### src/rtl/tx_ffe_pkg.sv
package tx_ffe_pkg;
  localparam int NTAPS    = 3;
  localparam int TAP_PRE  = 0;
  localparam int TAP_MAIN = 1;
  localparam int TAP_POST = 2;

  typedef enum logic [1:0] {
    ADDR_PRE   = 2'd0,
    ADDR_MAIN  = 2'd1,
    ADDR_POST  = 2'd2,
    ADDR_APPLY = 2'd3
  } ffe_addr_e;
endpackage

### src/rtl/ffe_weight_bank.sv
module ffe_weight_bank
  import tx_ffe_pkg::*;
#(
  parameter int WGT_W = 6
) (
  input  logic                         clk,
  input  logic                         rst_n,
  input  logic                         wr_en,
  input  logic [1:0]                   wr_addr,
  input  logic [WGT_W-1:0]             wr_data,
  output logic [NTAPS-1:0][WGT_W-1:0]  act_o
);
  localparam logic [WGT_W-1:0] FS_CODE = WGT_W'((1 << (WGT_W-1)) - 1);
  localparam logic [NTAPS-1:0][WGT_W-1:0] RST_SET = {WGT_W'(0), FS_CODE, WGT_W'(0)};

  logic [NTAPS-1:0][WGT_W-1:0] stg_q, stg_d, act_q;
  logic                        stg_en, act_en;

  always_comb begin
    stg_d  = stg_q;
    stg_en = 1'b0;
    act_en = 1'b0;
    if (wr_en) begin
      case (ffe_addr_e'(wr_addr))
        ADDR_PRE:   begin stg_d[TAP_PRE]  = wr_data; stg_en = 1'b1; end
        ADDR_MAIN:  begin stg_d[TAP_MAIN] = wr_data; stg_en = 1'b1; end
        ADDR_POST:  begin stg_d[TAP_POST] = wr_data; stg_en = 1'b1; end
        default:    act_en = 1'b1;
      endcase
    end
  end

  always_ff @(posedge clk or negedge rst_n) begin
    if (!rst_n) begin
      stg_q <= RST_SET;
    end else if (stg_en) begin
      stg_q <= stg_d;
    end
  end

  always_ff @(posedge clk or negedge rst_n) begin
    if (!rst_n) begin
      act_q <= RST_SET;
    end else if (act_en) begin
      act_q <= stg_q;
    end
  end

  assign act_o = act_q;

  AST_ACT_HOLD: assert property (@(posedge clk) disable iff (!rst_n)
    !(wr_en && wr_addr == ADDR_APPLY) |=> $stable(act_q));
  AST_ACT_LOAD: assert property (@(posedge clk) disable iff (!rst_n)
    (wr_en && wr_addr == ADDR_APPLY) |=> (act_q == $past(stg_q)));
endmodule

### src/rtl/ffe_fir_core.sv
module ffe_fir_core
  import tx_ffe_pkg::*;
#(
  parameter int WGT_W = 6
) (
  input  logic                         clk,
  input  logic                         rst_n,
  input  logic                         din,
  input  logic [NTAPS-1:0][WGT_W-1:0]  w_i,
  output logic signed [WGT_W-1:0]      dout_o
);
  localparam int SW = WGT_W + 2;
  localparam logic signed [SW-1:0] FS_X  = SW'((1 << (WGT_W-1)) - 1);
  localparam logic signed [SW-1:0] NFS_X = -FS_X;

  logic [1:0]                hist_q, hist_d;
  logic [NTAPS-1:0]          tap_bit;
  logic signed [SW-1:0]      term [NTAPS];
  logic signed [SW-1:0]      acc;
  logic signed [WGT_W-1:0]   dout_d, dout_q;

  assign hist_d  = {hist_q[0], din};
  assign tap_bit = {hist_q[1], hist_q[0], din};

  for (genvar g = 0; g < NTAPS; g++) begin : g_tap
    logic signed [SW-1:0] wext;
    assign wext    = {{(SW-WGT_W){w_i[g][WGT_W-1]}}, w_i[g]};
    assign term[g] = tap_bit[g] ? wext : -wext;
  end

  always_comb begin
    acc = '0;
    for (int i = 0; i < NTAPS; i++) begin
      acc = acc + term[i];
    end
    if (acc > FS_X) begin
      dout_d = FS_X[WGT_W-1:0];
    end else if (acc < NFS_X) begin
      dout_d = NFS_X[WGT_W-1:0];
    end else begin
      dout_d = acc[WGT_W-1:0];
    end
  end

  always_ff @(posedge clk or negedge rst_n) begin
    if (!rst_n) begin
      hist_q <= '0;
      dout_q <= '0;
    end else begin
      hist_q <= hist_d;
      dout_q <= dout_d;
    end
  end

  assign dout_o = dout_q;

  AST_OUT_RANGE: assert property (@(posedge clk) disable iff (!rst_n)
    (dout_q <= FS_X) && (dout_q >= NFS_X));
  AST_HIST_SHIFT: assert property (@(posedge clk) disable iff (!rst_n)
    hist_q[1] == $past(hist_q[0]));
endmodule

### src/rtl/ffe_gain_mon.sv
module ffe_gain_mon
  import tx_ffe_pkg::*;
#(
  parameter int WGT_W = 6
) (
  input  logic [NTAPS-1:0][WGT_W-1:0]  w_i,
  output logic signed [WGT_W+1:0]      dc_o,
  output logic signed [WGT_W+1:0]      nyq_o,
  output logic                         err_o
);
  localparam int SW = WGT_W + 2;
  localparam logic signed [SW-1:0] FS_X = SW'((1 << (WGT_W-1)) - 1);

  logic signed [SW-1:0] wx  [NTAPS];
  logic signed [SW-1:0] mag [NTAPS];
  logic signed [SW-1:0] mag_sum;

  for (genvar g = 0; g < NTAPS; g++) begin : g_mag
    assign wx[g]  = {{(SW-WGT_W){w_i[g][WGT_W-1]}}, w_i[g]};
    assign mag[g] = w_i[g][WGT_W-1] ? -wx[g] : wx[g];
  end

  always_comb begin
    dc_o    = '0;
    mag_sum = '0;
    for (int i = 0; i < NTAPS; i++) begin
      dc_o    = dc_o + wx[i];
      mag_sum = mag_sum + mag[i];
    end
    nyq_o = wx[TAP_MAIN] - wx[TAP_PRE] - wx[TAP_POST];
    err_o = mag_sum > FS_X;
  end
endmodule

### src/rtl/tx_ffe_engine.sv
module tx_ffe_engine
  import tx_ffe_pkg::*;
#(
  parameter int WGT_W = 6
) (
  input  logic                    clk,
  input  logic                    rst_n,
  input  logic                    din,
  input  logic                    wr_en,
  input  logic [1:0]              wr_addr,
  input  logic [WGT_W-1:0]        wr_data,
  output logic signed [WGT_W-1:0] dout,
  output logic signed [WGT_W+1:0] dc_gain,
  output logic signed [WGT_W+1:0] nyq_gain,
  output logic                    config_error
);
  localparam int SW = WGT_W + 2;
  localparam logic signed [SW-1:0] FS_X = SW'((1 << (WGT_W-1)) - 1);

  logic [1:0]                  rst_sync_q;
  logic                        rst_int_n;
  logic [NTAPS-1:0][WGT_W-1:0] act_w;
  logic signed [SW-1:0]        main_x2;

  always_ff @(posedge clk or negedge rst_n) begin
    if (!rst_n) begin
      rst_sync_q <= 2'b00;
    end else begin
      rst_sync_q <= {rst_sync_q[0], 1'b1};
    end
  end
  assign rst_int_n = rst_sync_q[1];

  ffe_weight_bank #(.WGT_W(WGT_W)) u_bank (
    .clk     (clk),
    .rst_n   (rst_int_n),
    .wr_en   (wr_en),
    .wr_addr (wr_addr),
    .wr_data (wr_data),
    .act_o   (act_w)
  );

  ffe_fir_core #(.WGT_W(WGT_W)) u_fir (
    .clk    (clk),
    .rst_n  (rst_int_n),
    .din    (din),
    .w_i    (act_w),
    .dout_o (dout)
  );

  ffe_gain_mon #(.WGT_W(WGT_W)) u_mon (
    .w_i   (act_w),
    .dc_o  (dc_gain),
    .nyq_o (nyq_gain),
    .err_o (config_error)
  );

  assign main_x2 = SW'({{(SW-WGT_W){act_w[TAP_MAIN][WGT_W-1]}}, act_w[TAP_MAIN]} <<< 1);

  AST_CFG_BOUND: assert property (@(posedge clk) disable iff (!rst_int_n)
    !config_error |-> ((dc_gain <= FS_X) && (dc_gain >= -FS_X)
                       && (nyq_gain <= FS_X) && (nyq_gain >= -FS_X)));
  AST_GAIN_MAIN: assert property (@(posedge clk) disable iff (!rst_int_n)
    SW'(dc_gain + nyq_gain) == main_x2);
endmodule

### config.mk
export PLATFORM = sky130hd
export DESIGN_NAME = tx_ffe_engine
export DESIGN_NICKNAME = d
export VERILOG_FILES = /design/src/rtl/tx_ffe_pkg.sv /design/src/rtl/ffe_weight_bank.sv /design/src/rtl/ffe_fir_core.sv /design/src/rtl/ffe_gain_mon.sv /design/src/rtl/tx_ffe_engine.sv
export SDC_FILE = /design/constraint.sdc
export NUM_CORES = 1
export LEC_CHECK = 0
export ABC_AREA = 1
export BUFFER_PORTS_ARGS = -buffer_cell sky130_fd_sc_hd__buf_2
export CORE_MARGIN = 5
export CORE_UTILIZATION = 50
export DETAILED_ROUTE_END_ITERATION = 8
export PLACE_DENSITY = 0.65
export REMOVE_ABC_BUFFERS = 1
export SLEW_MARGIN = 20
export SYNTH_ARGS = -nofsm -noshare
export SYNTH_HDL_FRONTEND = slang
export SYNTH_HIERARCHICAL = 1
export SYNTH_SLANG_ARGS = --single-unit
### constraint.sdc
create_clock -name clk -period 4.8 [get_ports clk]
set_clock_uncertainty 0.15 [all_clocks]
set_input_delay 0.96 -clock clk [delete_from_list [all_inputs] [get_ports clk]]
set_output_delay 0.96 -clock clk [all_outputs]
set_load 0.05 [all_outputs]
# After elaboration in Yosys (flattened, before gate mapping)
# Cells that the tools add are included.
totals:
  output_inout_bits: 23
  rom_bits: 0
  ram_bits: 0
  memories: 0
  regBits: 46
  latchBits: 0
op_classes:
  magnitude_cmp: 3
  mux: 12
  shifts: 0
  n_bitwise: 0
  n_mul: 0
  div: 0
  eq_ne: 2
  n_reduce_logical: 5
  n_addsub: 11
ops:
  columns: ["op", "count"]
  rows:
  - ["$mux W8", 6]
  - ["$add A8 B8 Y8", 4]
  - ["$neg A6 Y8", 3]
  - ["$gt A8 B6 Y1 const B", 2]
  - ["$mux W6", 2]
  - ["$reduce_and A3 Y1", 3]
  - ["$add A7 B6 Y8", 1]
  - ["$lt A8 B6 Y1 const B", 1]
  - ["$sub A7 B6 Y8", 1]
  - ["$add A6 B6 Y7", 1]
  - ["$sub A6 B6 Y7", 1]
  - ["$mux W1", 4]
  - ["$reduce_or A3 Y1", 1]
  - ["$eq A2 B1 Y1 const B", 1]
  - ["$eq A2 B2 Y1 const B", 1]
  - ["$logic_not A2 Y1", 1]

# Logic depth before layout (Yosys ltp)
depth:
  depth_word: 7
  depth_mapped: 21

# Cells and area by module
# Netlist, hierarchy kept.
by_module_without_submodules:
  columns: ["module", "area_each_um2", "instances", "seq_area_each_um2", "cells_per_inst"]
  rows:
  - ["ffe_weight_bank", 1605.3, 1, 913.4, 159]
  - ["ffe_gain_mon", 1552.7, 1, 0.0, 219]
  - ["ffe_fir_core", 1311.3, 1, 200.2, 192]
  - ["tx_ffe_engine", 53.8, 1, 50.0, 3]

# Least setup slack after synthesis
# Ideal clock, no wire load.
synth_path:
  path_kind: "register -> output"
  start: "reg u_bank.act_q (netlist bit u_bank/act_o[7])"
  end: "out config_error"
  path_stages_with_launch: 16
  t_arrival_ns: 2.880
  setup_slack_ns: 0.810
  required_time_ns: 3.690
  n_path_buf: 0
  cell_sequence: "dfstp_2 -> inv_1 -> ha_1 -> a21oi_1 -> fa_1 -> inv_1 -> ha_1 -> inv_1 -> fa_1 -> inv_1 -> nand3_1 -> nand3b_1 -> nand2_1 -> nand3_1 -> nand2_1 -> inv_1"
synth_between:
  elab_chain_cells: 5
synth_lines:
  columns: ["item", "line", "source"]
  rows:
  - ["start, declared", "ffe_weight_bank.sv:16", "logic [NTAPS-1:0][WGT_W-1:0] stg_q, stg_d, act_q;"]
  - ["start signal, assigned", "ffe_weight_bank.sv:45", "act_q <= stg_q;"]
  - ["$neg A6 Y8", "ffe_gain_mon.sv:20", "assign mag[g] = w_i[g][WGT_W-1] ? -wx[g] : wx[g];"]
  - ["$mux W8 (*)", "ffe_gain_mon.sv:20", null]
  - ["$add A8 B8 Y8 (*) (2 in a row)", "ffe_gain_mon.sv:28", "mag_sum = mag_sum + mag[i];"]
  - ["$gt A8 B6 Y1 (*)", "ffe_gain_mon.sv:31", "err_o = mag_sum > FS_X;"]
  - ["end, declared", "tx_ffe_engine.sv:15", "output logic config_error"]
# Mark *: on every way between the ends. The rest lies on a longest branch, timed or not.

# Worst setup path in the final report
# Same ends and word-level chain as after synthesis.

==> flow_metrics.tcl <==
set metrics [dict create \
    postRouteAntennaNets 0 \
    postLayoutCellArea_um2 4890 \
    grt_first_pass_wirelength_mm 16.2 \
    synth_area_um2 4520 \
    max_cap_viol_count 0 \
    status "complete, no violations" \
    count_of_hold_buffers_inserted_by_post_cts_repair 0 \
    cts_setup_buffers 0 \
    fmax_ghz 0.224 \
    gr-usage-all-layers 0.175 \
    num_antenna_cells 0 \
    detail_route.wl_per_cell_um 12.8 \
    netlist-cell-type-count 40 \
    cts-htree-levels 2 \
    syn_avg_cell_area_um2 7.89 \
    synth-seq-area-share 0.257 \
    worst_slew_pin_slew_ns 0.912 \
    critical_path_required_ns 3.69 \
    num_io_pins 35 \
    place_area_um2 4780 \
    tritoncts.num_buffers 5 \
    commonest_non_fill_non_tap_cell_in_the_layout "sky130_fd_sc_hd__nand2_1" \
    clockBufferDepth 2 \
    grt-ovfl-total 0 \
    crit_fanout 9 \
    relSlewSlack 0.392 \
    timing.final.setup_violations 0 \
    cts_tree "built" \
    final_max_slew_viol_count 0 \
    setup.worst_path.class "reg2out" \
    fin_tns_setup_ns 0 \
    grt_max_degree 45 \
    end_kind "output port" \
    std_cell_rows 34 \
    floorplan_core_area_um2 8760 \
    design.die.area_um2 11000 \
    path_clk_slew_ns 0.08 \
    finalNetCount 685 \
    final-instance-count-excl-fill 719 \
    drtPass1Iterations 4 \
    ffs_latches_synth 46 \
    hold_slack_ns 0.211 \
    drive_gt1_frac 0.173 \
    antenna_violations_before_repair 0 \
    via_count 3591 \
    start_util 0.516 \
    async_reset_ff_frac 1.00 \
    clk-insertion-delay-late_ns 0.30 \
    most-common-layout-cells "140 x sky130_fd_sc_hd__nand2_1, 117 x sky130_fd_sc_hd__inv_1, 35 x sky130_fd_sc_hd__dfrtp_1, 35 x sky130_fd_sc_hd__ha_1, 34 x sky130_fd_sc_hd__buf_2" \
    place_hpwl_mm 7.53 \
    fp.dieW_um 105 \
    final_period_minus_worst_setup_slack_ns 4.47 \
    buffer_ports.inserted 34 \
    detailedRoute.firstIterationViolations 117 \
    totalWireLength_mm 9.20 \
    grt_pass1_vias 3536 \
    hold_path.class "reg2reg" \
    synthCells 573 \
    timing.critical_path.from_type "flip-flop" \
    floorplan.die.height_um 105 \
    synth_enable_flop_cells 0 \
    clock-root-buffer "sky130_fd_sc_hd__clkbuf_8" \
    syn2layout_area_growth_pct 8.02 \
    place.detailed.instances 711 \
    timing.final.hold_violations 0 \
    ctsResizeCount 0 \
    gp_congestion 0.857 \
    synthesis.yosys.warnings 6 \
    drt_drc_violations_left 0 \
    detail_route.vias_per_cell 4.99 \
    clock-sinks 46 \
    layout_worst_path_cycle_share 0.932 \
    arrival_time_worst_endpoint_ns 3.36 \
    ys_dominant_reg_cell "sky130_fd_sc_hd__dfrtp_1" \
    rsz0062_at_grt "false" \
]
final timing paths:
| check | to | from | slack, ns | cells after the start |
|---|---|---|---|---|
| worst max register to register | u_fir/dout_o[2] | u_bank/act_o[7] | 1.14 | 16 |
| min in group asynchronous | u_fir/dout_o[0] | rst_sync_q[1] | 0.26 | 0 |
| max in group asynchronous | u_bank/stg_q[4] | rst_sync_q[1] | 3.67 | 0 |
| worst min-delay path | rst_sync_q[1] | rst_sync_q[0] | 0.21 | 0 |
| worst max-delay path | config_error | u_bank/act_o[7] | 0.33 | 16 |
| worst min register to register | rst_sync_q[1] | rst_sync_q[0] | 0.21 | 0 |
worst max-delay path: stages, from the launching register on:
cell	delay (ns)
sky130_fd_sc_hd__dfstp_2	0.65
sky130_fd_sc_hd__inv_1	0.14
sky130_fd_sc_hd__ha_1	0.29
sky130_fd_sc_hd__a21oi_1	0.19
sky130_fd_sc_hd__fa_1	0.44
sky130_fd_sc_hd__inv_1	0.07
sky130_fd_sc_hd__ha_1	0.16
sky130_fd_sc_hd__inv_1	0.05
sky130_fd_sc_hd__fa_1	0.36
sky130_fd_sc_hd__inv_1	0.08
sky130_fd_sc_hd__nand3_1	0.09
sky130_fd_sc_hd__nand3b_1	0.10
sky130_fd_sc_hd__nand2_1	0.05
sky130_fd_sc_hd__nand3_1	0.07
sky130_fd_sc_hd__nand2_1	0.05
sky130_fd_sc_hd__inv_1	0.04
sky130_fd_sc_hd__buf_2	0.24
layer usage:
metal,vias to the layer above,track usage,wire [µm]
li1,1847,-,-
met1,1679,0.234,4280
met2,49,0.296,4460
met3,16,0.0222,270
met4,0,0.0539,190
met5,-,0,0
synthesized netlist by cell type, types with 4 or more instances:
master / count / area share
sky130_fd_sc_hd__dfstp_2: 10 / 0.058
sky130_fd_sc_hd__nand3_4: 4 / 0.015
sky130_fd_sc_hd__nand2_1: 140 / 0.12
sky130_fd_sc_hd__nand3_2: 5 / 0.011
sky130_fd_sc_hd__a21oi_1: 17 / 0.019
sky130_fd_sc_hd__inv_1: 117 / 0.097
sky130_fd_sc_hd__a31oi_1: 4 / 0.0055
sky130_fd_sc_hd__xnor2_1: 8 / 0.015
sky130_fd_sc_hd__inv_2: 11 / 0.0091
sky130_fd_sc_hd__ha_1: 35 / 0.097
sky130_fd_sc_hd__nand3_1: 22 / 0.024
sky130_fd_sc_hd__nor2_1: 17 / 0.014
sky130_fd_sc_hd__nand4_1: 26 / 0.036
sky130_fd_sc_hd__dfrtp_1: 36 / 0.20
sky130_fd_sc_hd__fa_1: 28 / 0.12
sky130_fd_sc_hd__buf_6: 5 / 0.012
sky130_fd_sc_hd__o21ai_0: 12 / 0.013
sky130_fd_sc_hd__o21ai_2: 18 / 0.035
sky130_fd_sc_hd__xor2_1: 20 / 0.039
area by class of cell:
type,count,area [µm²]
inverter,132,503
tap,108,135
sequential,46,1160
timing repair buffer,37,193
fill,868,3880
clock inverter,2,37.5
multi-input combinational,388,2780
clock buffer,6,72.6
registers in the layout, indices dropped and copies added (netlist names):
register and count:
u_bank/stg_q 18, u_bank/act_o 18, u_fir/dout_o 6, u_fir/hist_q 2
rst_sync_q 2
metrics by stage:
stage	util	setup slack, ns
global route	0.558	0.0356
floorplan	-	0.810
global placement	0.545	0.685
detailed placement	0.545	0.634
finish	0.558	0.329
CTS	0.558	0.277
kinds of logic (layout without fill, tap and decap cells):
logic type | Yosys count | in the layout | synth area share
AND/OR/NAND/NOR | 231 | 231 | 0.246
flip-flops | 46 | 46 | 0.257
AO/OA/AOI/OAI | 62 | 62 | 0.0899
buffers and inverters | 141 | 177 | 0.130
other | 2 | 4 | 0.00166
adder cells (fa/ha/maj) | 63 | 63 | 0.221
XOR/XNOR | 28 | 28 | 0.0542
Power is left out: the tool's default activity adds up to more than one toggle a clock period on the data nets, which glitch-free logic cannot reach.
